$ cat src/rtl/cwm_pkg.sv
package cwm_pkg;

    typedef enum logic {
        ST_IDLE = 1'b0,
        ST_EVAL = 1'b1
    } eval_state_t;

    localparam int ADDR_W = 6;
    localparam int LVL_HI_LSB = 16;
    localparam int HIST_HI_LSB = 16;

    localparam logic [ADDR_W-1:0] ADR_MASK   = 6'h00;
    localparam logic [ADDR_W-1:0] ADR_STATUS = 6'h01;
    localparam logic [ADDR_W-1:0] ADR_LEVEL  = 6'h10;
    localparam logic [ADDR_W-1:0] ADR_HIST   = 6'h20;

endpackage

$ cat src/rtl/cwm_regs.sv
module cwm_regs
    import cwm_pkg::*;
#(
    parameter int NUM_CH = 4,
    parameter int RES_W  = 10,
    parameter int EV_W   = 3 * NUM_CH + 1
) (
    input  logic                 clk,
    input  logic                 rst_n,
    input  logic                 reg_wr,
    input  logic [ADDR_W-1:0]    reg_addr,
    input  logic [31:0]          reg_wdata,
    input  logic [EV_W-1:0]      status_q,
    input  logic [RES_W-1:0]     hist_hi [NUM_CH],
    input  logic [RES_W-1:0]     hist_lo [NUM_CH],
    output logic [EV_W-1:0]      mask_q,
    output logic [RES_W-1:0]     lvl_lo [NUM_CH],
    output logic [RES_W-1:0]     lvl_hi [NUM_CH],
    output logic [EV_W-1:0]      w1c,
    output logic [NUM_CH-1:0]    hist_clr,
    output logic [31:0]          reg_rdata
);

    localparam logic [RES_W-1:0] FULL_SCALE = '1;

    wire unused_wdata_bits = ^reg_wdata;

    always_ff @(posedge clk or negedge rst_n) begin
        if (!rst_n) begin
            mask_q <= '1;
        end else if (reg_wr && reg_addr == ADR_MASK) begin
            mask_q <= reg_wdata[EV_W-1:0];
        end
    end

    assign w1c = (reg_wr && reg_addr == ADR_STATUS) ? reg_wdata[EV_W-1:0] : '0;

    for (genvar g = 0; g < NUM_CH; g++) begin : g_chan
        logic lvl_sel;
        assign lvl_sel     = reg_wr && (reg_addr == ADR_LEVEL + 6'(g));
        assign hist_clr[g] = reg_wr && (reg_addr == ADR_HIST + 6'(g));

        always_ff @(posedge clk or negedge rst_n) begin
            if (!rst_n) begin
                lvl_lo[g] <= '0;
                lvl_hi[g] <= FULL_SCALE;
            end else if (lvl_sel) begin
                lvl_lo[g] <= reg_wdata[RES_W-1:0];
                lvl_hi[g] <= reg_wdata[LVL_HI_LSB +: RES_W];
            end
        end
    end

    always_comb begin
        reg_rdata = '0;
        if (reg_addr == ADR_MASK) begin
            reg_rdata[EV_W-1:0] = mask_q;
        end
        if (reg_addr == ADR_STATUS) begin
            reg_rdata[EV_W-1:0] = status_q;
        end
        for (int c = 0; c < NUM_CH; c++) begin
            if (reg_addr == ADR_LEVEL + 6'(c)) begin
                reg_rdata[LVL_HI_LSB +: RES_W] = lvl_hi[c];
                reg_rdata[RES_W-1:0]           = lvl_lo[c];
            end
            if (reg_addr == ADR_HIST + 6'(c)) begin
                reg_rdata[HIST_HI_LSB +: RES_W] = hist_hi[c];
                reg_rdata[RES_W-1:0]            = hist_lo[c];
            end
        end
    end

    // a status write only ever clears bits named in its data
    a_r7_w1c_source: assert property (@(posedge clk) disable iff (!rst_n)
        !(reg_wr && reg_addr == ADR_STATUS) |-> (w1c == '0));

endmodule

$ cat src/rtl/cwm_eval.sv
module cwm_eval
    import cwm_pkg::*;
#(
    parameter int NUM_CH = 4,
    parameter int RES_W  = 10,
    parameter int EV_W   = 3 * NUM_CH + 1,
    localparam int CH_W  = $clog2(NUM_CH)
) (
    input  logic              clk,
    input  logic              rst_n,
    input  logic              res_valid,
    input  logic [CH_W-1:0]   res_ch,
    input  logic [RES_W-1:0]  res_val,
    input  logic [RES_W-1:0]  lvl_lo [NUM_CH],
    input  logic [RES_W-1:0]  lvl_hi [NUM_CH],
    output logic              fire,
    output logic [CH_W-1:0]   cap_ch,
    output logic [RES_W-1:0]  cap_val,
    output logic [EV_W-1:0]   ev_set
);

    eval_state_t state_q, state_d;
    logic [NUM_CH-1:0] fin_v, low_v, up_v;
    logic              err_v;

    always_ff @(posedge clk or negedge rst_n) begin
        if (!rst_n) begin
            state_q <= ST_IDLE;
        end else begin
            state_q <= state_d;
        end
    end

    always_ff @(posedge clk or negedge rst_n) begin
        if (!rst_n) begin
            cap_ch  <= '0;
            cap_val <= '0;
        end else if (res_valid) begin
            cap_ch  <= res_ch;
            cap_val <= res_val;
        end
    end

    always_comb begin
        state_d = state_q;
        unique case (state_q)
            ST_IDLE: state_d = res_valid ? ST_EVAL : ST_IDLE;
            ST_EVAL: state_d = res_valid ? ST_EVAL : ST_IDLE;
        endcase
    end

    always_comb begin
        fire  = 1'b0;
        fin_v = '0;
        low_v = '0;
        up_v  = '0;
        err_v = 1'b0;
        unique case (state_q)
            ST_IDLE: begin
            end
            ST_EVAL: begin
                fire          = 1'b1;
                fin_v[cap_ch] = 1'b1;
                if (cap_val > lvl_hi[cap_ch]) up_v[cap_ch]  = 1'b1;
                if (cap_val < lvl_lo[cap_ch]) low_v[cap_ch] = 1'b1;
                if (lvl_lo[cap_ch] >= lvl_hi[cap_ch]) err_v = 1'b1;
            end
        endcase
    end

    assign ev_set = {err_v, up_v, low_v, fin_v};

    // every sampled strobe is evaluated in the next cycle
    a_r2_accept: assert property (@(posedge clk) disable iff (!rst_n)
        res_valid |=> fire);

    // no event appears without a pending result
    a_r2_idle_quiet: assert property (@(posedge clk) disable iff (!rst_n)
        !fire |-> (ev_set == '0));

    // a well-formed window never yields both limit events at once
    a_r4_exclusive: assert property (@(posedge clk) disable iff (!rst_n)
        (fire && !ev_set[EV_W-1]) |-> !((|up_v) && (|low_v)));

endmodule

$ cat src/rtl/cwm_hist.sv
module cwm_hist #(
    parameter int NUM_CH = 4,
    parameter int RES_W  = 10,
    localparam int CH_W  = $clog2(NUM_CH)
) (
    input  logic              clk,
    input  logic              rst_n,
    input  logic              fire,
    input  logic [CH_W-1:0]   cap_ch,
    input  logic [RES_W-1:0]  cap_val,
    input  logic [NUM_CH-1:0] hist_clr,
    output logic [RES_W-1:0]  hist_hi [NUM_CH],
    output logic [RES_W-1:0]  hist_lo [NUM_CH]
);

    localparam logic [RES_W-1:0] FULL_SCALE = '1;

    for (genvar g = 0; g < NUM_CH; g++) begin : g_chan
        logic hit;
        assign hit = fire && (cap_ch == CH_W'(g));

        always_ff @(posedge clk or negedge rst_n) begin
            if (!rst_n) begin
                hist_hi[g] <= '0;
                hist_lo[g] <= FULL_SCALE;
            end else if (hist_clr[g]) begin
                hist_hi[g] <= '0;
                hist_lo[g] <= FULL_SCALE;
            end else if (hit) begin
                if (cap_val > hist_hi[g]) hist_hi[g] <= cap_val;
                if (cap_val < hist_lo[g]) hist_lo[g] <= cap_val;
            end
        end

        // the maximum only grows until a clear
        a_r6_hi_monotone: assert property (@(posedge clk) disable iff (!rst_n)
            !hist_clr[g] |=> (hist_hi[g] >= $past(hist_hi[g])));

        // the minimum only shrinks until a clear
        a_r6_lo_monotone: assert property (@(posedge clk) disable iff (!rst_n)
            !hist_clr[g] |=> (hist_lo[g] <= $past(hist_lo[g])));

        // results on other channels leave this history alone
        a_r6_isolated: assert property (@(posedge clk) disable iff (!rst_n)
            (!hit && !hist_clr[g]) |=> ($stable(hist_hi[g]) && $stable(hist_lo[g])));
    end

endmodule

$ cat src/rtl/cwm_status.sv
module cwm_status #(
    parameter int EV_W = 13
) (
    input  logic            clk,
    input  logic            rst_n,
    input  logic [EV_W-1:0] ev_set,
    input  logic [EV_W-1:0] w1c,
    input  logic [EV_W-1:0] mask_q,
    output logic [EV_W-1:0] status_q,
    output logic            irq
);

    always_ff @(posedge clk or negedge rst_n) begin
        if (!rst_n) begin
            status_q <= '0;
        end else begin
            status_q <= (status_q & ~w1c) | ev_set;
        end
    end

    assign irq = |(status_q & ~mask_q);

    // set bits survive a cycle without a clear
    a_r7_sticky: assert property (@(posedge clk) disable iff (!rst_n)
        (w1c == '0) |=> ((status_q & $past(status_q)) == $past(status_q)));

    // a fresh event wins over a same-cycle clear
    a_r7_set_wins: assert property (@(posedge clk) disable iff (!rst_n)
        (ev_set != '0) |=> ((status_q & $past(ev_set)) == $past(ev_set)));

    // a fully masked status never drives the line
    a_r8_masked_quiet: assert property (@(posedge clk) disable iff (!rst_n)
        (&mask_q) |-> !irq);

endmodule

$ cat src/rtl/cwm_top.sv
module cwm_top
    import cwm_pkg::*;
#(
    parameter int NUM_CH = 4,
    parameter int RES_W  = 10,
    localparam int CH_W  = $clog2(NUM_CH)
) (
    input  logic              clk,
    input  logic              rst_n,
    input  logic              res_valid,
    input  logic [CH_W-1:0]   res_ch,
    input  logic [RES_W-1:0]  res_val,
    input  logic              reg_wr,
    input  logic [5:0]        reg_addr,
    input  logic [31:0]       reg_wdata,
    output logic [31:0]       reg_rdata,
    output logic              irq
);

    localparam int EV_W = 3 * NUM_CH + 1;

    logic [EV_W-1:0]   mask_q;
    logic [EV_W-1:0]   status_q;
    logic [EV_W-1:0]   w1c;
    logic [EV_W-1:0]   ev_set;
    logic [NUM_CH-1:0] hist_clr;
    logic [RES_W-1:0]  lvl_lo  [NUM_CH];
    logic [RES_W-1:0]  lvl_hi  [NUM_CH];
    logic [RES_W-1:0]  hist_hi [NUM_CH];
    logic [RES_W-1:0]  hist_lo [NUM_CH];
    logic              fire;
    logic [CH_W-1:0]   cap_ch;
    logic [RES_W-1:0]  cap_val;

    cwm_regs #(.NUM_CH(NUM_CH), .RES_W(RES_W), .EV_W(EV_W)) u_regs (
        .clk       (clk),
        .rst_n     (rst_n),
        .reg_wr    (reg_wr),
        .reg_addr  (reg_addr),
        .reg_wdata (reg_wdata),
        .status_q  (status_q),
        .hist_hi   (hist_hi),
        .hist_lo   (hist_lo),
        .mask_q    (mask_q),
        .lvl_lo    (lvl_lo),
        .lvl_hi    (lvl_hi),
        .w1c       (w1c),
        .hist_clr  (hist_clr),
        .reg_rdata (reg_rdata)
    );

    cwm_eval #(.NUM_CH(NUM_CH), .RES_W(RES_W), .EV_W(EV_W)) u_eval (
        .clk       (clk),
        .rst_n     (rst_n),
        .res_valid (res_valid),
        .res_ch    (res_ch),
        .res_val   (res_val),
        .lvl_lo    (lvl_lo),
        .lvl_hi    (lvl_hi),
        .fire      (fire),
        .cap_ch    (cap_ch),
        .cap_val   (cap_val),
        .ev_set    (ev_set)
    );

    cwm_hist #(.NUM_CH(NUM_CH), .RES_W(RES_W)) u_hist (
        .clk      (clk),
        .rst_n    (rst_n),
        .fire     (fire),
        .cap_ch   (cap_ch),
        .cap_val  (cap_val),
        .hist_clr (hist_clr),
        .hist_hi  (hist_hi),
        .hist_lo  (hist_lo)
    );

    cwm_status #(.EV_W(EV_W)) u_status (
        .clk      (clk),
        .rst_n    (rst_n),
        .ev_set   (ev_set),
        .w1c      (w1c),
        .mask_q   (mask_q),
        .status_q (status_q),
        .irq      (irq)
    );

    // the line is never high while status is empty
    a_r8_needs_status: assert property (@(posedge clk) disable iff (!rst_n)
        (status_q == '0) |-> !irq);

endmodule

$ cat config.mk
export PLATFORM = sky130hd
export DESIGN_NAME = cwm_top
export DESIGN_NICKNAME = d
export VERILOG_FILES = /design/src/rtl/cwm_pkg.sv /design/src/rtl/cwm_regs.sv /design/src/rtl/cwm_eval.sv /design/src/rtl/cwm_hist.sv /design/src/rtl/cwm_status.sv /design/src/rtl/cwm_top.sv
export SDC_FILE = /design/constraint.sdc
export NUM_CORES = 1
export LEC_CHECK = 0
export BUFFER_PORTS_ARGS = -buffer_cell sky130_fd_sc_hd__clkbuf_2
export CORE_MARGIN = 2
export CORE_UTILIZATION = 40
export CTS_BUF_LIST = sky130_fd_sc_hd__clkbuf_4 sky130_fd_sc_hd__clkbuf_8 sky130_fd_sc_hd__clkbuf_16
export CTS_CLUSTER_SIZE = 12
export DETAILED_ROUTE_END_ITERATION = 10
export HOLD_SLACK_MARGIN = 0.15
export SLEW_MARGIN = 40
export SYNTH_ARGS = -nofsm -noshare
export SYNTH_HDL_FRONTEND = slang
export SYNTH_SLANG_ARGS = --single-unit
$ cat constraint.sdc
create_clock -name clk -period 3.4 [get_ports clk]
set_clock_uncertainty 0.05 [all_clocks]
set_input_delay 0.51 -clock clk [delete_from_list [all_inputs] [get_ports clk]]
set_output_delay 0.51 -clock clk [all_outputs]
set_load 0.005 [all_outputs]
# After elaboration in Yosys (flattened, before gate mapping)
# Index checks and enable logic that the tools add are counted.
totals:
  register_bits: 199
  rom_bits: 0
  ram_bits: 0
  word_cells: 151
  memories: 0
  input_bits: 54
  latch_bits: 0
op_classes:
  n_mul: 0
  reduce_logical: 38
  n_lt_le_gt_ge: 14
  n_mux: 60
  add_sub_neg: 0
  n_eq_ne: 12
  bitwise_logic: 6
  n_shift: 0
  n_div: 0
ops:
  columns: ["cell", "count"]
  rows:
  - ["10-bit two-way mux", 44]
  - ["10-bit greater-than comparator", 5]
  - ["10-bit less-than comparator", 5]
  - ["10-bit binary-select mux with 2-bit select", 2]
  - ["13-bit two-way mux", 3]
  - ["13-bit AND", 2]
  - ["13-bit inverter", 2]
  - ["6-bit by 5-bit equality test with 1-bit output, second input constant", 4]
  - ["6-bit equality test, second input constant", 4]
  - ["2-bit nonzero test", 12]
  - ["4-bit two-way mux", 5]
  - ["2-bit AND reduction", 8]
  - ["1-bit logical AND", 15]
  - ["13-bit OR", 1]
  - ["13-bit OR reduction", 1]
  - ["10-bit greater-or-equal comparator", 1]
  - ["6-bit by 1-bit equality test with 1-bit output, second input constant", 1]
  - ["6-bit logical NOT", 1]
  - ["1-bit two-way mux", 5]
  - ["2-bit equality test, second input constant", 2]
  - ["3-bit greater-or-equal comparator, second input constant", 1]
  - ["2-bit by 3-bit less-than comparator with 1-bit output, second input constant", 1]
  - ["2-bit inverter with 3-bit output", 1]
  - ["1-bit demux with 2-bit select", 1]
  - ["3 further kinds", 3]

# Depth between registers and ports, before layout
logic_depth:
  word_depth: 11
  ltp_mapped: 10
  mapped_depth_nobuf: 8

# Cells and area by module
# From an unflattened synthesis, not the netlist that was laid out.
hier_totals:
  cells_unflattened: 1320
  hier_area_um2: 13370.3
modules_own_cells:
  columns: ["module", "area_per_inst_um2", "cells_each", "seq_area_each_um2", "n_inst"]
  rows:
  - ["cwm_hist", 5698.0, 620, 2052.0, 1]
  - ["cwm_regs", 5392.7, 490, 2393.5, 1]
  - ["cwm_eval", 1730.4, 160, 325.3, 1]
  - ["cwm_status", 549.3, 50, 325.3, 1]

# Worst setup path before layout
# No wires, ideal clock.
synth_timing:
  path_kind: "reg-to-reg"
  start: "reg u_eval.cap_ch[0]"
  end: "reg u_status.status_q[11]"
  synth_period_minus_slack_ns: 2.820
  arrival_ns: 2.648
  setup_time_ns: 0.122
  stages_incl_launch_ff: 11
  slack_ns: 0.580
  path_buffers: 2
  path_cell_list: "dfrtp_1 buf_4 buf_1 mux4_2 inv_1 ha_1 and4_1 o21ai_0 a31oi_1 a211o_1 a32o_1"
synth_between:
  elab_chain_cells: 8
  elab_cells_between_ends: 13
  classes_between: "3 x order compare; 7 x mux; 2 x bitwise; 1 x reduce/logical"
synth_lines:
  columns: ["element", "line", "rtl"]
  rows:
  - ["start: declaration", "cwm_eval.sv:17", "output logic [CH_W-1:0] cap_ch,"]
  - ["start signal: assignment", "cwm_eval.sv:39", "cap_ch <= res_ch;"]
  - ["2-bit inverter with 3-bit output (implied by the code)", "cwm_eval.sv:64", "if (cap_val > lvl_hi[cap_ch]) up_v[cap_ch] = 1'b1;"]
  - ["10-bit binary-select mux with 2-bit select", "cwm_eval.sv:64", null]
  - ["10-bit two-way mux (implied by the code) (2 in series)", "cwm_eval.sv:64", null]
  - ["10-bit greater-than comparator", "cwm_eval.sv:64", null]
  - ["4-bit two-way mux *", "cwm_eval.sv:64", null]
  - ["4-bit two-way mux *", "cwm_eval.sv:58", "unique case (state_q)"]
  - ["13-bit OR *", "cwm_status.sv:17", "status_q <= (status_q & ~w1c) | ev_set;"]
  - ["end signal: assignment", "cwm_status.sv:17", null]
  - ["end: declaration", "cwm_status.sv:9", "output logic [EV_W-1:0] status_q,"]
# Every way passes the cells marked *; elsewhere a longest branch is shown, timed or not. The select of a mux whose other input is x is not followed.
# A chain may end at the register's enable or synchronous reset.

# Worst setup path in the final report
layout_timing:
  start: "in reg_addr[4]"
  end: "out reg_rdata[0]"
layout_between:
  elab_chain_cells: 11
  elab_cells_between_ends: 20
  classes_between: "9 x eq/ne; 10 x mux; 1 x reduce/logical"
layout_lines:
  columns: ["element", "line", "rtl"]
  rows:
  - ["start: declaration", "cwm_top.sv:14", "input logic [5:0] reg_addr,"]
  - ["6-bit logical NOT", "cwm_regs.sv:56", "if (reg_addr == ADR_MASK) begin"]
  - ["13-bit two-way mux", "cwm_regs.sv:56", null]
  - ["13-bit two-way mux", "cwm_regs.sv:59", "if (reg_addr == ADR_STATUS) begin"]
  - ["10-bit two-way mux", "cwm_regs.sv:63", "if (reg_addr == ADR_LEVEL + 6'(c)) begin"]
  - ["10-bit two-way mux", "cwm_regs.sv:67", "if (reg_addr == ADR_HIST + 6'(c)) begin"]
  - ["10-bit two-way mux", "cwm_regs.sv:63", null]
  - ["10-bit two-way mux", "cwm_regs.sv:67", null]
  - ["10-bit two-way mux", "cwm_regs.sv:63", null]
  - ["10-bit two-way mux", "cwm_regs.sv:67", null]
  - ["10-bit two-way mux", "cwm_regs.sv:63", null]
  - ["10-bit two-way mux *", "cwm_regs.sv:67", null]
  - ["end: declaration", "cwm_top.sv:16", "output logic [31:0] reg_rdata,"]
# Every way passes the cells marked *; elsewhere a longest branch is shown, timed or not.

==> summary by stage <==
STA
Counting I/O delays and the setup requirement, the final critical path takes 3.176 ns. At the pin with the least slew margin, the transition time is 0.7346 ns. The hold violation count in the final report is 0.

Setup repair after global routing left no endpoint under its margin. The worst pin sits at a relative slew slack of 50.91%. The fmax is 314.8 MHz. Setup violations remaining at the end of the flow were counted as 0.

The number of slew-limit violations in the final report came to 0. The share of the clock period used by the worst path is 93.42%. The setup TNS after final layout is 0 ns.

Floorplanning
The die height is 186.8 um. The area of the core region is 32700 um2. The area of the die is 34890 um2. The site row count is 66. The x dimension of the die is 186.8 um.

Pin placement for this block handled 87 I/O pins. The initial utilization of the core area, before any placement, comes to 40.87%.

Worst setup path
The startpoint class of the critical path is an input pin. For the worst setup path, the data arrival time is 2.62 ns. For the worst flop-to-flop path, the logic depth is 9. STA classifies the critical path endpoint as a primary output.

The critical path class is input pin to primary output. Across all register-to-register paths, the minimum setup slack is 0.46 ns. The critical-path maximum fanout is 12.

The endpoint of the lowest-slack register-to-register path is u_status.status_q[4]. The data required time at the worst endpoint is 2.84 ns. The startpoint of the lowest-slack register-to-register path is u_eval.cap_ch[0].

Clocking
The worst-skew pair later-pin latency is 0.46 ns. In this run, CTS created clock tree buffers numbering 17. The clock-pin slew of the registers on the worst-case setup and hold paths is 0.08 ns.

CTS placed an instance of sky130_fd_sc_hd__clkbuf_16 at the clock tree root. The number of buffers added for setup after CTS is 0. The number of H-tree branching levels is 4. Gates resized during post-CTS repair numbered 0. The number of sinks driven by the clock tree is 199.

The maximum clock insertion buffer count is 2. TritonCTS built the clock tree.

GRT
The via count of the first global-routing pass came to 10590. Entering global routing, the biggest net connects 73 pins. The initial antenna violation count is 1.

The total global-route track usage is 24.81%. The residual overflow from global routing is 0. The global-route wire length before repair is 65710 um.

Routing
The first detailed-routing pass took 6 iterations. For this run, design rule violations remaining after detail routing come to 0. The remaining antenna violation count after routing is 0. The detailed router finished its first iteration with 876 violations. In the routed layout, each cell is associated on average with a via count of 5.949. The average detailed-routed wire length per instance is 23.92 um. Across all layers, the routed design uses 10700 vias. The total length of routed wires is 43010 um.

Synth
The number of distinct standard cells referenced by the synthesized netlist is 76. The average footprint of a synthesized cell is 10.61 um2. For this run, the number of Yosys warnings is 0.

The fraction of registers with async set or reset after synthesis is 100.0%. Counting flops with a built-in enable in the synthesized netlist gives 0. For this run, the leading register cell type out of synthesis is sky130_fd_sc_hd__dfrtp_1. Counting flops and latches in the post-synthesis netlist gives 199. Synthesis produced a netlist whose cell count is 1260. In this run the cell area of the synthesized design comes to 13360 um2.

The share of the yosys chip area belonging to registers is 38.13%.

Place
The half-perimeter wire length of the detailed placement result is 32440 um. Including well taps, the total number of placed cells is 1764. The number of buffers inserted by port buffering is 68. The congestion estimate from routability-driven global placement came to 0.9490.

Worst hold path
The path with the worst hold slack has its endpoint at u_eval.cap_val[0]. The type of the most critical hold path is input pin to flop. The worst hold path begins at res_val[0].

The hold-critical path depth is 3.

Cells and area
The layout overhead on the synthesized area is 12.42%. The total number of nets in the final design is 1501. Of the cells placed in the final design, the portion with a size suffix greater than 1 is 31.37%. The non-filler instance count after layout is 1798.

Power and ir drop
The design draws 9.441 mW. Power spread over the standard cell area amounts to 628.4 nW/um2. VDD sags by at most 418.2 uV. In this run the static leakage power is 6.775 nW.

Flow run
The tool flagged a number of max-cap violations equal to 0.

Run status
The flow ran to the end, and the final reports show no timing, DRC or antenna violations.
## kinds of logic after synthesis
logic type | Yosys count | share of synthesized area [%]
AOI/OAI and AO/OA | 347 | 18.81
adders and majority gates | 105 | 9.831
buffers and inverters | 200 | 6.741
DFF | 199 | 38.13
muxes | 168 | 17.17
other | 1 | 0.02806
and+or+nand+nor | 240 | 9.287
## state kept, by name, summed over array words and instances (netlist names), 2 cells and up
name	count
u_hist.hist_hi	40
u_hist.hist_lo	40
u_regs.lvl_hi	40
u_regs.lvl_lo	40
u_regs.mask_q	13
u_status.status_q	13
u_eval.cap_val	10
u_eval.cap_ch	2
## layout by cell type, fill, tap and decap left out, drive strengths merged, types with 9 or more instances in the layout
master / n
a21oi: 49
a31oi: 9
o21ai: 53
conb: 9
nor2: 31
mux2i: 38
dfrtp: 106
nor3: 16
mux2: 110
mux4: 20
nor2b: 13
o21a: 10
a21boi: 25
a2111oi: 9
dfstp: 93
o22ai: 27
nand2: 96
a211oi: 14
and3: 12
ha: 105
buf: 75
inv: 120
o211ai: 68
nand3: 38
a221o: 10
clkbuf: 86
## routing by layer
metal / track usage (%) / vias to the layer above / share of wire, %
li1: - / 4853 / -
met1: 33.54 / 5360 / 43
met2: 39.45 / 423 / 47
met3: 6.150 / 60 / 7.8
met4: 7.143 / 0 / 2.1
met5: 0 / - / 0
## report_power, final
part	total, mW	leakage, nW	switching (mW)	internal, mW
combinational	3.39	4.22	1.91	1.48
sequential	3.94	2.27	0.676	3.27
clock	2.10	0.284	1.05	1.05
total	9.44	6.77	3.64	5.80
## layout make-up
class	instances	area [um2]
Tap cell	442	553.0
Clock buffer	18	432.9
Antenna cell	1	2.502
Inverter	111	416.7
Multi-Input combinational cell	869	7412
Timing Repair Buffer	144	959.7
Clock inverter	14	151.4
Fill cell	3100	17680
Sequential cell	199	5096
## worst max-delay path by stage
stage | depth (start not counted) | startpoint | slack, ns | endpoint
after floorplan | 10 | u_eval.cap_ch[0] | 0.58 | u_status.status_q[11]
after global placement | 8 | reg_addr[4] | 0.21 | reg_rdata[7]
after detailed placement | 8 | reg_addr[4] | 0.21 | reg_rdata[7]
after CTS | 8 | reg_addr[4] | 0.21 | reg_rdata[7]
after global routing | 7 | reg_addr[4] | 0.16 | reg_rdata[21]
final | 7 | reg_addr[4] | 0.22 | reg_rdata[0]
## synthesized netlist by cell type (26+ instances only)
cell	n	area, um2
sky130_fd_sc_hd__dfrtp_1	106	2653
sky130_fd_sc_hd__ha_1	105	1314
sky130_fd_sc_hd__a21oi_1	49	245.2
sky130_fd_sc_hd__o22ai_1	27	168.9
sky130_fd_sc_hd__o211ai_1	68	510.5
sky130_fd_sc_hd__mux2_4	60	900.9
sky130_fd_sc_hd__nand2_1	92	345.3
sky130_fd_sc_hd__nand3_1	38	190.2
sky130_fd_sc_hd__clkbuf_1	35	131.4
sky130_fd_sc_hd__inv_1	111	416.7
sky130_fd_sc_hd__dfstp_2	93	2444
sky130_fd_sc_hd__o21ai_0	53	265.3
sky130_fd_sc_hd__nor2_1	26	97.59
sky130_fd_sc_hd__mux2_2	50	563.0
sky130_fd_sc_hd__mux2i_1	38	380.4
## per-stage QoR
step	setup slack [ns]	utilization (%)	area, um2	hold WS, ns
3_5_place_dp	0.2104	44.12	14430	0.4666
3_3_place_gp	0.2103	44.12	14430	0.4631
5_1_grt	0.1567	45.94	15020	0.2196
2_1_floorplan	0.5801	-	13390	0.1644
6_report	0.2238	45.94	15020	0.2128
4_1_cts	0.2099	45.94	15020	0.2076
## worst max-delay path, cell delays in order
cell and delay (ns):
sky130_fd_sc_hd__clkbuf_2 0.26, sky130_fd_sc_hd__or4b_4 0.59, sky130_fd_sc_hd__nor3_4 0.37, sky130_fd_sc_hd__a22o_1 0.21
sky130_fd_sc_hd__nor4_1 0.05, sky130_fd_sc_hd__a211oi_1 0.41, sky130_fd_sc_hd__clkbuf_2 0.20
## repair_timing
| action | CTS | global route |
|---|---|---|
| hold buffers | 1 | 0 |
| endpoints found under the hold margin | 36 | 0 |
| setup endpoints to repair | 0 | 0 |
No activity file was read; power rests on OpenSTA's default activity.
